File: config.mk
export PLATFORM = sky130hd
export DESIGN_NAME = can_txmo_top
export DESIGN_NICKNAME = d
export VERILOG_FILES = /design/src/rtl/can_txmo_pkg.sv /design/src/rtl/can_txmo_pick.sv /design/src/rtl/can_txmo_stage.sv /design/src/rtl/can_txmo_top.sv
export SDC_FILE = /design/constraint.sdc
export NUM_CORES = 1
export LEC_CHECK = 0
export ABC_AREA = 1
export BUFFER_PORTS_ARGS = -buffer_cell sky130_fd_sc_hd__buf_2
export CORE_ASPECT_RATIO = 1.1
export CORE_MARGIN = 4
export CORE_UTILIZATION = 58
export DETAILED_ROUTE_END_ITERATION = 6
export PLACE_DENSITY = 0.87
export SKIP_CTS_REPAIR_TIMING = 1
export SLEW_MARGIN = 15
export SYNTH_ARGS = -nofsm -noshare
export SYNTH_HDL_FRONTEND = slang
export SYNTH_SLANG_ARGS = --single-unit
File: constraint.sdc
create_clock -name clk -period 2.8 [get_ports clk]
set_clock_uncertainty 0.05 [all_clocks]
set_input_delay 0.84 -clock clk [delete_from_list [all_inputs] [get_ports clk]]
set_output_delay 0.84 -clock clk [all_outputs]
set_load 0.01 [all_outputs]
File: src/rtl/can_txmo_pkg.sv
package can_txmo_pkg;
    typedef logic [3:0] code_t;
    localparam code_t CODE_RX_OFF   = 4'b0000;
    localparam code_t CODE_TX_OFF   = 4'b1000;
    localparam code_t CODE_TX_ABORT = 4'b1001;
    localparam code_t CODE_TX_READY = 4'b1100;
    localparam int    MAX_BYTES     = 8;
endpackage

File: src/rtl/can_txmo_pick.sv
module can_txmo_pick #(
    parameter int N     = 4,
    parameter int IDX_W = 2
) (
    input  logic [N-1:0]     req,
    output logic             found,
    output logic [IDX_W-1:0] idx
);
    always_comb begin
        found = 1'b0;
        idx   = '0;
        for (int i = N - 1; i >= 0; i--) begin
            if (req[i]) begin
                found = 1'b1;
                idx   = IDX_W'(i);
            end
        end
    end
endmodule

File: src/rtl/can_txmo_stage.sv
module can_txmo_stage
    import can_txmo_pkg::*;
#(
    parameter int ID_W = 11
) (
    input  logic                   clk,
    input  logic                   rst_n,
    input  logic                   load,
    input  logic [ID_W-1:0]        ld_id,
    input  logic [3:0]             ld_dlc,
    input  logic [MAX_BYTES*8-1:0] ld_data,
    output logic [ID_W-1:0]        st_id,
    output logic [3:0]             st_len,
    output logic [MAX_BYTES*8-1:0] st_data
);
    typedef struct packed {
        logic [ID_W-1:0]        id;
        logic [3:0]             len;
        logic [MAX_BYTES*8-1:0] data;
    } stg_t;

    stg_t stg_d, stg_q;
    logic [3:0]             clamp_len;
    logic [MAX_BYTES*8-1:0] masked;

    assign clamp_len = (ld_dlc > 4'(MAX_BYTES)) ? 4'(MAX_BYTES) : ld_dlc;

    for (genvar b = 0; b < MAX_BYTES; b++) begin : g_byte
        assign masked[b*8 +: 8] = (4'(b) < clamp_len) ? ld_data[b*8 +: 8] : 8'h00;
    end

    always_comb begin
        stg_d = stg_q;
        if (load) begin
            stg_d.id   = ld_id;
            stg_d.len  = clamp_len;
            stg_d.data = masked;
        end
    end

    always_ff @(posedge clk) begin
        if (!rst_n) stg_q <= '0;
        else        stg_q <= stg_d;
    end

    assign st_id   = stg_q.id;
    assign st_len  = stg_q.len;
    assign st_data = stg_q.data;


    len_cap_chk: assert property (@(posedge clk) disable iff (!rst_n)
        st_len <= 4'(MAX_BYTES));
endmodule

File: src/rtl/can_txmo_top.sv
module can_txmo_top
    import can_txmo_pkg::*;
#(
    parameter int NUM_MB = 4,
    parameter int ID_W   = 11,
    localparam int IDX_W = (NUM_MB > 1) ? $clog2(NUM_MB) : 1,
    localparam int DW    = MAX_BYTES * 8
) (
    input  logic              clk,
    input  logic              rst_n,
    input  logic              aen,
    input  logic              halt,
    input  logic              bus_off,
    input  logic              wr_en,
    input  logic [IDX_W-1:0]  wr_idx,
    input  logic [3:0]        wr_code,
    input  logic [ID_W-1:0]   wr_id,
    input  logic [3:0]        wr_dlc,
    input  logic [DW-1:0]     wr_data,
    input  logic [NUM_MB-1:0] flag_clr,
    input  logic [IDX_W-1:0]  rd_idx,
    output logic [3:0]        rd_code,
    output logic [NUM_MB-1:0] irq_flag,
    output logic [NUM_MB-1:0] lock_vec,
    output logic              blocked_seen,
    output logic              tx_req,
    output logic [IDX_W-1:0]  tx_src,
    output logic [ID_W-1:0]   tx_id,
    output logic [3:0]        tx_len,
    output logic [DW-1:0]     tx_data,
    input  logic              tx_done,
    input  logic              tx_arb_lost,
    input  logic              tx_err
);
    typedef struct packed {
        logic [NUM_MB-1:0][3:0]      code;
        logic [NUM_MB-1:0][ID_W-1:0] id;
        logic [NUM_MB-1:0][3:0]      dlc;
        logic [NUM_MB-1:0][DW-1:0]   data;
        logic [NUM_MB-1:0]           flag;
        logic [NUM_MB-1:0]           lock;
        logic                        stg_valid;
        logic [IDX_W-1:0]            stg_idx;
        logic                        blocked;
    } st_t;

    st_t st_d, st_q;
    logic [NUM_MB-1:0] ready;
    logic              pick_found;
    logic [IDX_W-1:0]  pick_idx;
    logic              load;
    logic              stop;

    for (genvar i = 0; i < NUM_MB; i++) begin : g_rdy
        assign ready[i] = (st_q.code[i] == CODE_TX_READY);
    end

    can_txmo_pick #(.N(NUM_MB), .IDX_W(IDX_W)) i_pick (
        .req   (ready),
        .found (pick_found),
        .idx   (pick_idx)
    );

    assign stop = halt | bus_off;

    always_comb begin
        st_d = st_q;
        load = 1'b0;
        st_d.flag = st_q.flag & ~flag_clr;

        if (wr_en && (32'(wr_idx) < NUM_MB)) begin
            if (aen && wr_code == CODE_TX_ABORT) begin
                if (st_q.stg_valid && wr_idx == st_q.stg_idx) begin
                    st_d.code[wr_idx] = CODE_TX_ABORT;
                end else begin
                    st_d.code[wr_idx] = CODE_TX_OFF;
                    st_d.flag[wr_idx] = 1'b1;
                end
            end else if (st_q.lock[wr_idx]) begin
                st_d.blocked = 1'b1;
            end else begin
                st_d.code[wr_idx] = wr_code;
                st_d.id[wr_idx]   = wr_id;
                st_d.dlc[wr_idx]  = wr_dlc;
                st_d.data[wr_idx] = wr_data;
            end
        end

        if (st_q.stg_valid) begin
            if (tx_done) begin
                if (st_d.code[st_q.stg_idx] == CODE_TX_READY ||
                    st_d.code[st_q.stg_idx] == CODE_TX_ABORT) begin
                    st_d.code[st_q.stg_idx] = CODE_TX_OFF;
                    st_d.flag[st_q.stg_idx] = 1'b1;
                end
                st_d.stg_valid = 1'b0;
                st_d.lock      = '0;
            end else if (tx_arb_lost || tx_err || stop) begin
                if (st_d.code[st_q.stg_idx] == CODE_TX_ABORT) begin
                    st_d.code[st_q.stg_idx] = CODE_TX_OFF;
                    st_d.flag[st_q.stg_idx] = 1'b1;
                end
                st_d.stg_valid = 1'b0;
                st_d.lock      = '0;
            end
        end else if (!stop && pick_found) begin
            load                 = 1'b1;
            st_d.stg_valid       = 1'b1;
            st_d.stg_idx         = pick_idx;
            st_d.lock[pick_idx]  = aen;
        end
    end

    always_ff @(posedge clk) begin
        if (!rst_n) st_q <= '0;
        else        st_q <= st_d;
    end

    can_txmo_stage #(.ID_W(ID_W)) i_stage (
        .clk     (clk),
        .rst_n   (rst_n),
        .load    (load),
        .ld_id   (st_q.id[pick_idx]),
        .ld_dlc  (st_q.dlc[pick_idx]),
        .ld_data (st_q.data[pick_idx]),
        .st_id   (tx_id),
        .st_len  (tx_len),
        .st_data (tx_data)
    );

    assign rd_code      = st_q.code[rd_idx];
    assign irq_flag     = st_q.flag;
    assign lock_vec     = st_q.lock;
    assign blocked_seen = st_q.blocked;
    assign tx_req       = st_q.stg_valid;
    assign tx_src       = st_q.stg_idx;


    lock_single_chk: assert property (@(posedge clk) disable iff (!rst_n)
        $onehot0(lock_vec));

    lock_needs_req_chk: assert property (@(posedge clk) disable iff (!rst_n)
        (|lock_vec) |-> tx_req);

    blocked_sticky_chk: assert property (@(posedge clk) disable iff (!rst_n)
        blocked_seen |=> blocked_seen);

    no_lock_wo_aen_chk: assert property (@(posedge clk) disable iff (!rst_n)
        (!aen && !tx_req) |=> (lock_vec == '0));

    done_release_chk: assert property (@(posedge clk) disable iff (!rst_n)
        (tx_req && tx_done) |=> (!tx_req && lock_vec == '0));

    stop_release_chk: assert property (@(posedge clk) disable iff (!rst_n)
        (halt || bus_off) |=> !tx_req);

    src_hold_chk: assert property (@(posedge clk) disable iff (!rst_n)
        (tx_req && !tx_done && !tx_arb_lost && !tx_err && !halt && !bus_off)
        |=> (tx_req && $stable(tx_src)));
endmodule

==> results of run 1 <==
## metrics by stage
step	worst slack [ps]	hold slack (ps)	power [uW]
global route	-93.7	413	13700
detailed placement	-22.9	388	7800
floorplan	337	375	7300
CTS	95.8	396	13300
finish	21.2	398	13300
global placement	-35.6	383	7750
## power by group through the flow
stage               Sequential [uW]  Clock [uW]  Combinational [uW]
floorplan                      6520           0                 777
global placement               6530           0                1220
detailed placement             6540           0                1260
CTS                            6410        5590                1270
global route                   6430        5840                1440
finish                         6410        5550                1290
## how the worst max path moves through the flow
stage / start / endpoint / cells after the start
5_1_grt: st_q[340] / i_stage.st_data[48] / 12
3_5_place_dp: wr_idx[1] / st_q[332] / 18
2_1_floorplan: wr_code[0] / st_q[332] / 18
3_3_place_gp: wr_code[2] / st_q[332] / 19
6_report: st_q[339] / i_stage.st_data[48] / 11
4_1_cts: st_q[339] / i_stage.st_data[39] / 11
## worst max-delay path: cells and delay by family, from the launching register on
family	cells	cell delay [ps]
buf+inv	2	370
flops	1	410
simple gates	7	1360
compound gates	2	500
## flip-flops by register name (all words and copies together) (netlist names)
signal           count
tx_src               2
st_q               332
blocked_seen         1
tx_req               1
i_stage.st_id       11
lock_vec             4
i_stage.st_len       4
i_stage.st_data     64
irq_flag             4
## cell usage in the layout, fill, tap and decap left out, types with 3 or more instances in the layout
| cell | instances |
|---|---|
| clkbuf_1 | 8 |
| inv_2 | 6 |
| nand2_1 | 143 |
| a21oi_1 | 309 |
| clkbuf_8 | 13 |
| buf_4 | 52 |
| dfxtp_1 | 423 |
| nand3_1 | 40 |
| inv_4 | 3 |
| clkbuf_16 | 41 |
| a22oi_1 | 32 |
| buf_2 | 193 |
| clkinvlp_4 | 4 |
| nor2_4 | 6 |
| a221oi_1 | 11 |
| nand3b_1 | 3 |
| o21ai_1 | 7 |
| o221ai_1 | 21 |
| buf_12 | 16 |
| a21oi_2 | 4 |
| nor2_2 | 5 |
| nand4_1 | 3 |
| nand2_4 | 3 |
| nand2_2 | 16 |
| nor3_1 | 13 |
| o21a_1 | 3 |
| diode_2 | 7 |
| nor2_1 | 293 |
| clkinv_2 | 3 |
| o22ai_1 | 73 |
| inv_1 | 240 |
| o21ai_0 | 434 |
| nand3_2 | 6 |
## final cells by class
class | count | share of cell area
Antenna cell | 7 | 0.000871
Clock buffer | 61 | 0.0607
Clock inverter | 10 | 0.00647
Inverter | 251 | 0.0474
Multi-Input combinational cell | 1438 | 0.356
Sequential cell | 423 | 0.421
Tap cell | 374 | 0.0233
Timing Repair Buffer | 262 | 0.0840
## layer usage
layer  vias up  GRT usage  wire length, microns
li1       7933          -                     -
met1      7844      0.392                 21400
met2       766      0.480                 23300
met3       128     0.0487                  3800
met4         6      0.107                  1610
met5         -          0                    38
## logic make-up after synthesis
| kind of cell | share of synthesized area |
|---|---|
| AO/OA/AOI/OAI | 0.280 |
| buffers and inverters | 0.0963 |
| flip-flops | 0.490 |
| AND/OR/NAND/NOR | 0.134 |
==> impl_metrics.ini, run 1 <==
[clock_tree]
cts_buffers = 41
cts.reportedPaths.clkPinSlew_ps = 70
cts_tree = done
root_buffer = clkbuf_16
cts_num_sinks = 423
htreeDepth = 2
insertion_delay_ps = 550
cts_max_path_buffers = 3

[synth]
ys_top_cells_by_count = o21ai_0 (434), dfxtp_1 (423), a21oi_1 (309), nor2_1 (295), inv_1 (242)
syn_area_sq_um = 17300
ys_seq_area_frac = 0.490
async_reset_ff_frac = 0
syn_avg_cell_area_sq_um = 7.55
syn_inst = 2288
synth_area_leader_cell = dfxtp_1
synth_edf_count = 0
yosys_warnings = 0
ys_ff_latch = 423
synth.distinct_cells = 40
ys.flop_type = dfxtp_1
yosysMostFrequentCell = o21ai_0
yosysTopAreaCellShare = 0.490
syn_nets = 2388
ys_top_cells_by_area = dfxtp_1 (49%), o21ai_0 (13%), a21oi_1 (9.0%)

[detailed_routing]
drt-pass1-iter-count = 6
drt_first_iter_violations = 1731
avgRoutedWirePerCell_microns = 17.8
drc = 0
routed_via_density = 5.90
routed_wl_mm = 50.2
ant_nets = 0
vias = 16677

[critical_path]
rr_worst_depth = 11
cp.arrival_ps = 3190
critPathMaxStageDelay_ps = 410
path_max_fanout = 10
critPathLaunchType = register
critPathSlowestCell = dfxtp_1
end_kind = register
r2r-end = i_stage.st_data[48]
r2r_slack_ps = 20
cp_cell_sequence = nand3_1 -> a21oi_1 -> buf_4 -> nor2_4 -> inv_2 -> nor2_1 -> nor3_1 -> nand2_1 -> nand2_1 -> nand3_1 -> a21oi_1
cp.required_ps = 3210
r2r-start = st_q[339]
crit_type = reg -> reg

[die]
initial_core_util = 0.586
die_y_microns = 189
die_w_microns = 173
core.rowCount = 66
die_area_sq_um = 32600
coreArea_sq_um = 29500
ioPinCount = 195

[pwr]
seq_power_share = 0.484
power.density_nw_per_um2 = 659
p_int_uw = 9940
power.leakage_uw = 0.00832
power_frac_clock = 0.418
swShare = 0.250
switchingPower_uw = 3310
ir_drop_mv = 0.503
comb_power_share = 0.098

[grt]
grt_max_degree = 144
grt_use_total = 0.292
antenna_found_initial = 9
grt_pass1_wl_mm = 80.2
overflow = 0
grt_pass1_vias = 15763

[layout]
post-route-util = 0.683
fin_area_sq_um = 20100
seq_area_sq_um = 8470
multi_input_area_sq_um = 7170
finalNetCount = 2517
syn_to_final_growth_pct = 16.5
drive_above_1_share = 0.156
final_cells = 2826
num-fill-cells = 2326

[placement]
port_buffers = 194
place_congestion = 0.949
placed_cells = 2748
place_area_sq_um = 18700
dp_hpwl_mm = 31.6

[sta]
period_share = 0.992
maxSlewHeadroom = 0.490
rsz0062_at_grt = true
fmax_mhz = 360
tightest_slew_ps = 765
hold_viol = 0
final.setup.tns_ps = 0
finalSetupViolCount = 0
period_needed_ps = 2780
finalMaxSlewViolations = 0

[status]
status = completed

[flow_run]
maxCapViolCount = 0

[worst_hold_path]
holdPathEnd = st_q[134]
worstHoldStart = st_q[134]
whs_path_depth = 2
hold_path_class = reg -> reg
No activity file was read; power rests on OpenSTA's default activity.
==> run 2, diff against run 1 <==
--- a/config.mk
+++ b/config.mk
@@ -9,11 +9,12 @@
 export BUFFER_PORTS_ARGS = -buffer_cell sky130_fd_sc_hd__buf_2
 export CORE_ASPECT_RATIO = 1.1
 export CORE_MARGIN = 4
-export CORE_UTILIZATION = 58
+export CORE_UTILIZATION = 59
 export DETAILED_ROUTE_END_ITERATION = 6
-export PLACE_DENSITY = 0.87
+export PLACE_DENSITY = 0.88
 export SKIP_CTS_REPAIR_TIMING = 1
 export SLEW_MARGIN = 15
 export SYNTH_ARGS = -nofsm -noshare
 export SYNTH_HDL_FRONTEND = slang
+export SYNTH_HIERARCHICAL = 1
 export SYNTH_SLANG_ARGS = --single-unit
==> impl_metrics.ini, run 2 <==
[critical_path]
crit_type = reg -> reg
r2r-end = i_stage/st_data[34]
cp_cell_sequence = inv_1 -> nor4_2 -> buf_4 -> inv_1 -> a21oi_4 -> inv_2 -> nor2_4 -> a22oi_1 -> nand3_1 -> inv_2 -> nand2_2 -> nand3_1 -> a21oi_1
r2r-start = st_q[334]
cp.arrival_ps = 3150
critPathLaunchType = register
end_kind = register
r2r_slack_ps = 40
rr_worst_depth = 13
cp.required_ps = 3190
startpoint = st_q[334]
path_max_fanout = 10
critPathSlowestCell = dfxtp_1
crit_end = i_stage/st_data[34]
critPathMaxStageDelay_ps = 320

[layout]
final_cells = 3007
final_common_cell = nor2_1
largest_reg_flops = 332
post-route-util = 0.692
drive_above_1_share = 0.155
finalNetCount = 2694
mostFrequentLayoutCells = nor2_1 (701), dfxtp_1 (423), o21ai_0 (380)
largest_register = st_q
fin_area_sq_um = 20600
syn_to_final_growth_pct = 15.3

[synth]
synth_edf_count = 0
syn_inst = 2473
yosysTopAreaCellShare = 0.474
ys_top_cells_by_count = nor2_1 (704), dfxtp_1 (423), o21ai_0 (380), nand3_1 (290), nand2_1 (170)
synth.distinct_cells = 32
syn_avg_cell_area_sq_um = 7.22
ys_seq_area_frac = 0.474
synth_area_leader_cell = dfxtp_1
ys_ff_latch = 423
async_reset_ff_frac = 0
yosysMostFrequentCell = nor2_1
syn_area_sq_um = 17900
syn_nets = 2573
ys_top_cells_by_area = dfxtp_1 (47%), nor2_1 (15%), o21ai_0 (11%)
yosys_warnings = 6
ys.flop_type = dfxtp_1

[sta]
maxSlewHeadroom = 0.442
tightest_slew_ps = 837
period_share = 0.986
finalSetupViolCount = 0
period_needed_ps = 2760
final.setup.tns_ps = 0
layout_setup_ws_ps = 39.8
finalMaxSlewViolations = 0
fmax_mhz = 362
rsz0062_at_grt = true
hold_viol = 0

[placement]
dp_slack_ps = -82.3
place_area_sq_um = 19200
place_congestion = 0.948
dp_hpwl_mm = 34.8
placed_cells = 2925
port_buffers = 194

[clock_tree]
insertion_delay_ps = 530
root_buffer = clkbuf_16
cts_num_sinks = 423
htreeDepth = 2
cts_tree = done
cts_buffers = 41
cts.reportedPaths.clkPinSlew_ps = 60
cts_max_path_buffers = 3

[grt]
grt_pass1_wl_mm = 89.1
grt_max_degree = 111
antenna_found_initial = 12
grt_pass1_vias = 17571
grt_use_total = 0.323
overflow = 0

[worst_hold_path]
whs_path_depth = 2
hold_path_class = reg -> reg

[status]
status = completed

[pwr]
comb_power_share = 0.099
seq_power_share = 0.485
swShare = 0.251
ir_drop_mv = 0.533
p_int_uw = 9950
power_frac_clock = 0.417
power.leakage_uw = 0.00907
switchingPower_uw = 3340
power.density_nw_per_um2 = 646

[die]
die_y_microns = 190
ioPinCount = 195
coreArea_sq_um = 29700
die_w_microns = 174
core.rowCount = 66
die_area_sq_um = 33100
initial_core_util = 0.601

[detailed_routing]
drt-pass1-iter-count = 6
routed_wl_mm = 56.3
drc = 0
ant_nets = 0
vias = 18415
avgRoutedWirePerCell_microns = 18.7
drt_first_iter_violations = 2284
routed_via_density = 6.12

[flow_run]
maxCapViolCount = 0
[run 2: critical path, delay by kind of cell, from the launching register on]
family	cells	cell delay, ps
AND/OR/NAND/NOR	5	1060
flip-flops	1	320
buffers and inverters	5	660
AO/OA/AOI/OAI	3	560
[run 2: metrics by stage]
stage               power (uW)  hold WS [ps]
finish                   13300           416
global route             13700           440
CTS                      13300           418
detailed placement        7820           408
floorplan                 7310           406
global placement          7770           403
[run 2: final cells by class]
cell class | instances | area, sq um
Fill cell | 2385 | 9150
Tap cell | 374 | 468
Multi-Input combinational cell | 1792 | 8310
Timing Repair Buffer | 278 | 1740
Clock inverter | 9 | 109
Clock buffer | 63 | 1240
Inverter | 58 | 223
Antenna cell | 10 | 25.0
Sequential cell | 423 | 8470
[run 2: routing by layer]
metal  GRT usage  up-vias  part of all wire
li1            -     8476                 -
met2       0.529     1117              0.46
met3      0.0613      199             0.099
met1       0.411     8617              0.39
met4       0.159        6             0.044
met5           0        -           0.00073
[run 2: logic make-up (layout without fill, tap and decap cells)]
logic type             Yosys count  count (layout)  share of synthesized area
flip-flops                     423             423                      0.474
buffers and inverters          258             408                     0.0646
other                            0              10                          0
AND/OR/NAND/NOR               1213            1213                      0.286
XOR/XNOR                         1               1                   0.000491
AO/OA/AOI/OAI                  578             578                      0.175
[run 2: worst min-delay path by stage]
stage | slack (ps) | end | from
2_1_floorplan | 410 | st_q[140] | st_q[140]
3_3_place_gp | 400 | i_stage/st_len[3] | i_stage/st_len[3]
3_5_place_dp | 410 | i_stage/st_len[3] | i_stage/st_len[3]
4_1_cts | 420 | i_stage/st_data[56] | i_stage/st_data[56]
5_1_grt | 440 | i_stage/st_data[56] | i_stage/st_data[56]
6_report | 420 | i_stage/st_data[56] | i_stage/st_data[56]
[run 2: power groups by stage]
stage | Sequential (uW) | Combinational [uW] | Clock, uW
after floorplan | 6540 | 776 | 0
after global placement | 6550 | 1220 | 0
after detailed placement | 6560 | 1260 | 0
after CTS | 6430 | 1270 | 5550
after global routing | 6460 | 1430 | 5810
final | 6440 | 1310 | 5540
==> run 3, diff against run 2 <==
--- a/config.mk
+++ b/config.mk
@@ -12,8 +12,9 @@
 export CORE_UTILIZATION = 59
 export DETAILED_ROUTE_END_ITERATION = 6
 export PLACE_DENSITY = 0.88
+export RECOVER_POWER = 50
 export SKIP_CTS_REPAIR_TIMING = 1
-export SLEW_MARGIN = 15
+export SLEW_MARGIN = 20
 export SYNTH_ARGS = -nofsm -noshare
 export SYNTH_HDL_FRONTEND = slang
 export SYNTH_HIERARCHICAL = 1
==> impl_metrics.ini, run 3 (same netlist as run 2, synthesis figures left out) <==
[status]
status = completed

[placement]
place_area_sq_um = 19200
dp_hpwl_mm = 34.8
port_buffers = 194
placed_cells = 2925
dp_slack_ps = -82.3
place_congestion = 0.948

[sta]
period_needed_ps = 2720
rsz0062_at_grt = true
tightest_slew_ps = 1140
hold_viol = 0
period_share = 0.973
layout_setup_ws_ps = 76.3
maxSlewHeadroom = 0.242
finalMaxSlewViolations = 0
finalSetupViolCount = 0
fmax_mhz = 367

[detailed_routing]
routed_wl_mm = 56.5
avgRoutedWirePerCell_microns = 18.8
routed_via_density = 6.09
drt_first_iter_violations = 2222
drt-pass1-iter-count = 6
vias = 18325
ant_nets = 0
drc = 0

[grt]
grt_max_degree = 111
grt_use_total = 0.323
grt_pass1_wl_mm = 89.1
overflow = 0
antenna_found_initial = 12
grt_pass1_vias = 17571

[clock_tree]
root_buffer = clkbuf_16
cts.reportedPaths.clkPinSlew_ps = 60
insertion_delay_ps = 530
cts_buffers = 41
htreeDepth = 2
cts_num_sinks = 423
cts_max_path_buffers = 3
cts_tree = done

[pwr]
power.density_nw_per_um2 = 651
swShare = 0.252
comb_power_share = 0.097
p_int_uw = 9930
total_power_uw = 13300
ir_drop_mv = 0.537
power_frac_clock = 0.417
power.leakage_uw = 0.00864
seq_power_share = 0.485
switchingPower_uw = 3340

[critical_path]
cp.required_ps = 3190
cp_cell_sequence = inv_1 -> nor4_2 -> buf_4 -> inv_1 -> a21oi_4 -> inv_2 -> nor2_4 -> a22oi_1 -> nand3_1 -> inv_2 -> nand2_2 -> nand3_1 -> a21oi_1
crit_type = reg -> reg
path_max_fanout = 10
critPathLaunchType = register
critPathSlowestCell = dfxtp_1
cp.arrival_ps = 3110
critPathMaxStageDelay_ps = 320
r2r_slack_ps = 80
rr_worst_depth = 13
end_kind = register

[die]
core.rowCount = 66
initial_core_util = 0.601
coreArea_sq_um = 29700
ioPinCount = 195
die_w_microns = 174
die_y_microns = 190
die_area_sq_um = 33100

[worst_hold_path]
whs_path_depth = 2
hold_path_class = reg -> reg

[layout]
final_cells = 3007
mostFrequentLayoutCells = nor2_1 (705), dfxtp_1 (423), o21ai_0 (380)
largest_reg_flops = 332
largest_register = st_q
drive_above_1_share = 0.118
final_common_cell = nor2_1
finalNetCount = 2694
post-route-util = 0.686
fin_area_sq_um = 20400
num-fill-cells = 2467
syn_to_final_growth_pct = 14.2

[flow_run]
maxCapViolCount = 0
## run 3: power by group through the flow
stage               registers (uW)  clock network (uW)  logic [uW]
global placement              6550                   0        1220
CTS                           6430                5550        1270
global route                  6460                5810        1420
floorplan                     6540                   0         776
detailed placement            6560                   0        1260
finish                        6440                5540        1290
## run 3: final cells by class
cell class,instances,area (sq um),area share
Antenna cell,10,25.0,0.00123
Clock buffer,63,1240,0.0607
Clock inverter,9,109,0.00534
Inverter,58,223,0.0109
Multi-Input combinational cell,1792,8290,0.406
Sequential cell,423,8470,0.415
Tap cell,374,468,0.0229
Timing Repair Buffer,278,1570,0.0772
## run 3: worst paths after layout
kind	start	endpoint
min	i_stage/st_data[58]	i_stage/st_data[58]
max reg2reg	st_q[334]	i_stage/st_data[34]
min reg2reg	i_stage/st_data[58]	i_stage/st_data[58]
max	st_q[334]	i_stage/st_data[34]
## run 3: layer usage
layer,track usage,up-vias,part of all wire
met1,0.411,8544,0.39
met2,0.529,1108,0.46
li1,-,8467,-
met3,0.0613,200,0.10
met5,0,-,0.00073
met4,0.159,6,0.045
## run 3: metrics by stage
stage	setup TNS (ps)	hold WS [ps]
after CTS	-4.90	418
after detailed placement	-2190	408
final	0	420
after global placement	-287	403
after floorplan	0	406
after global routing	-25.6	441
## run 3: critical path, delay by kind of cell (launching register included)
kind            cells  cell delay (ps)
flops               1              320
buf+inv             5              660
simple gates        5             1030
compound gates      3              560
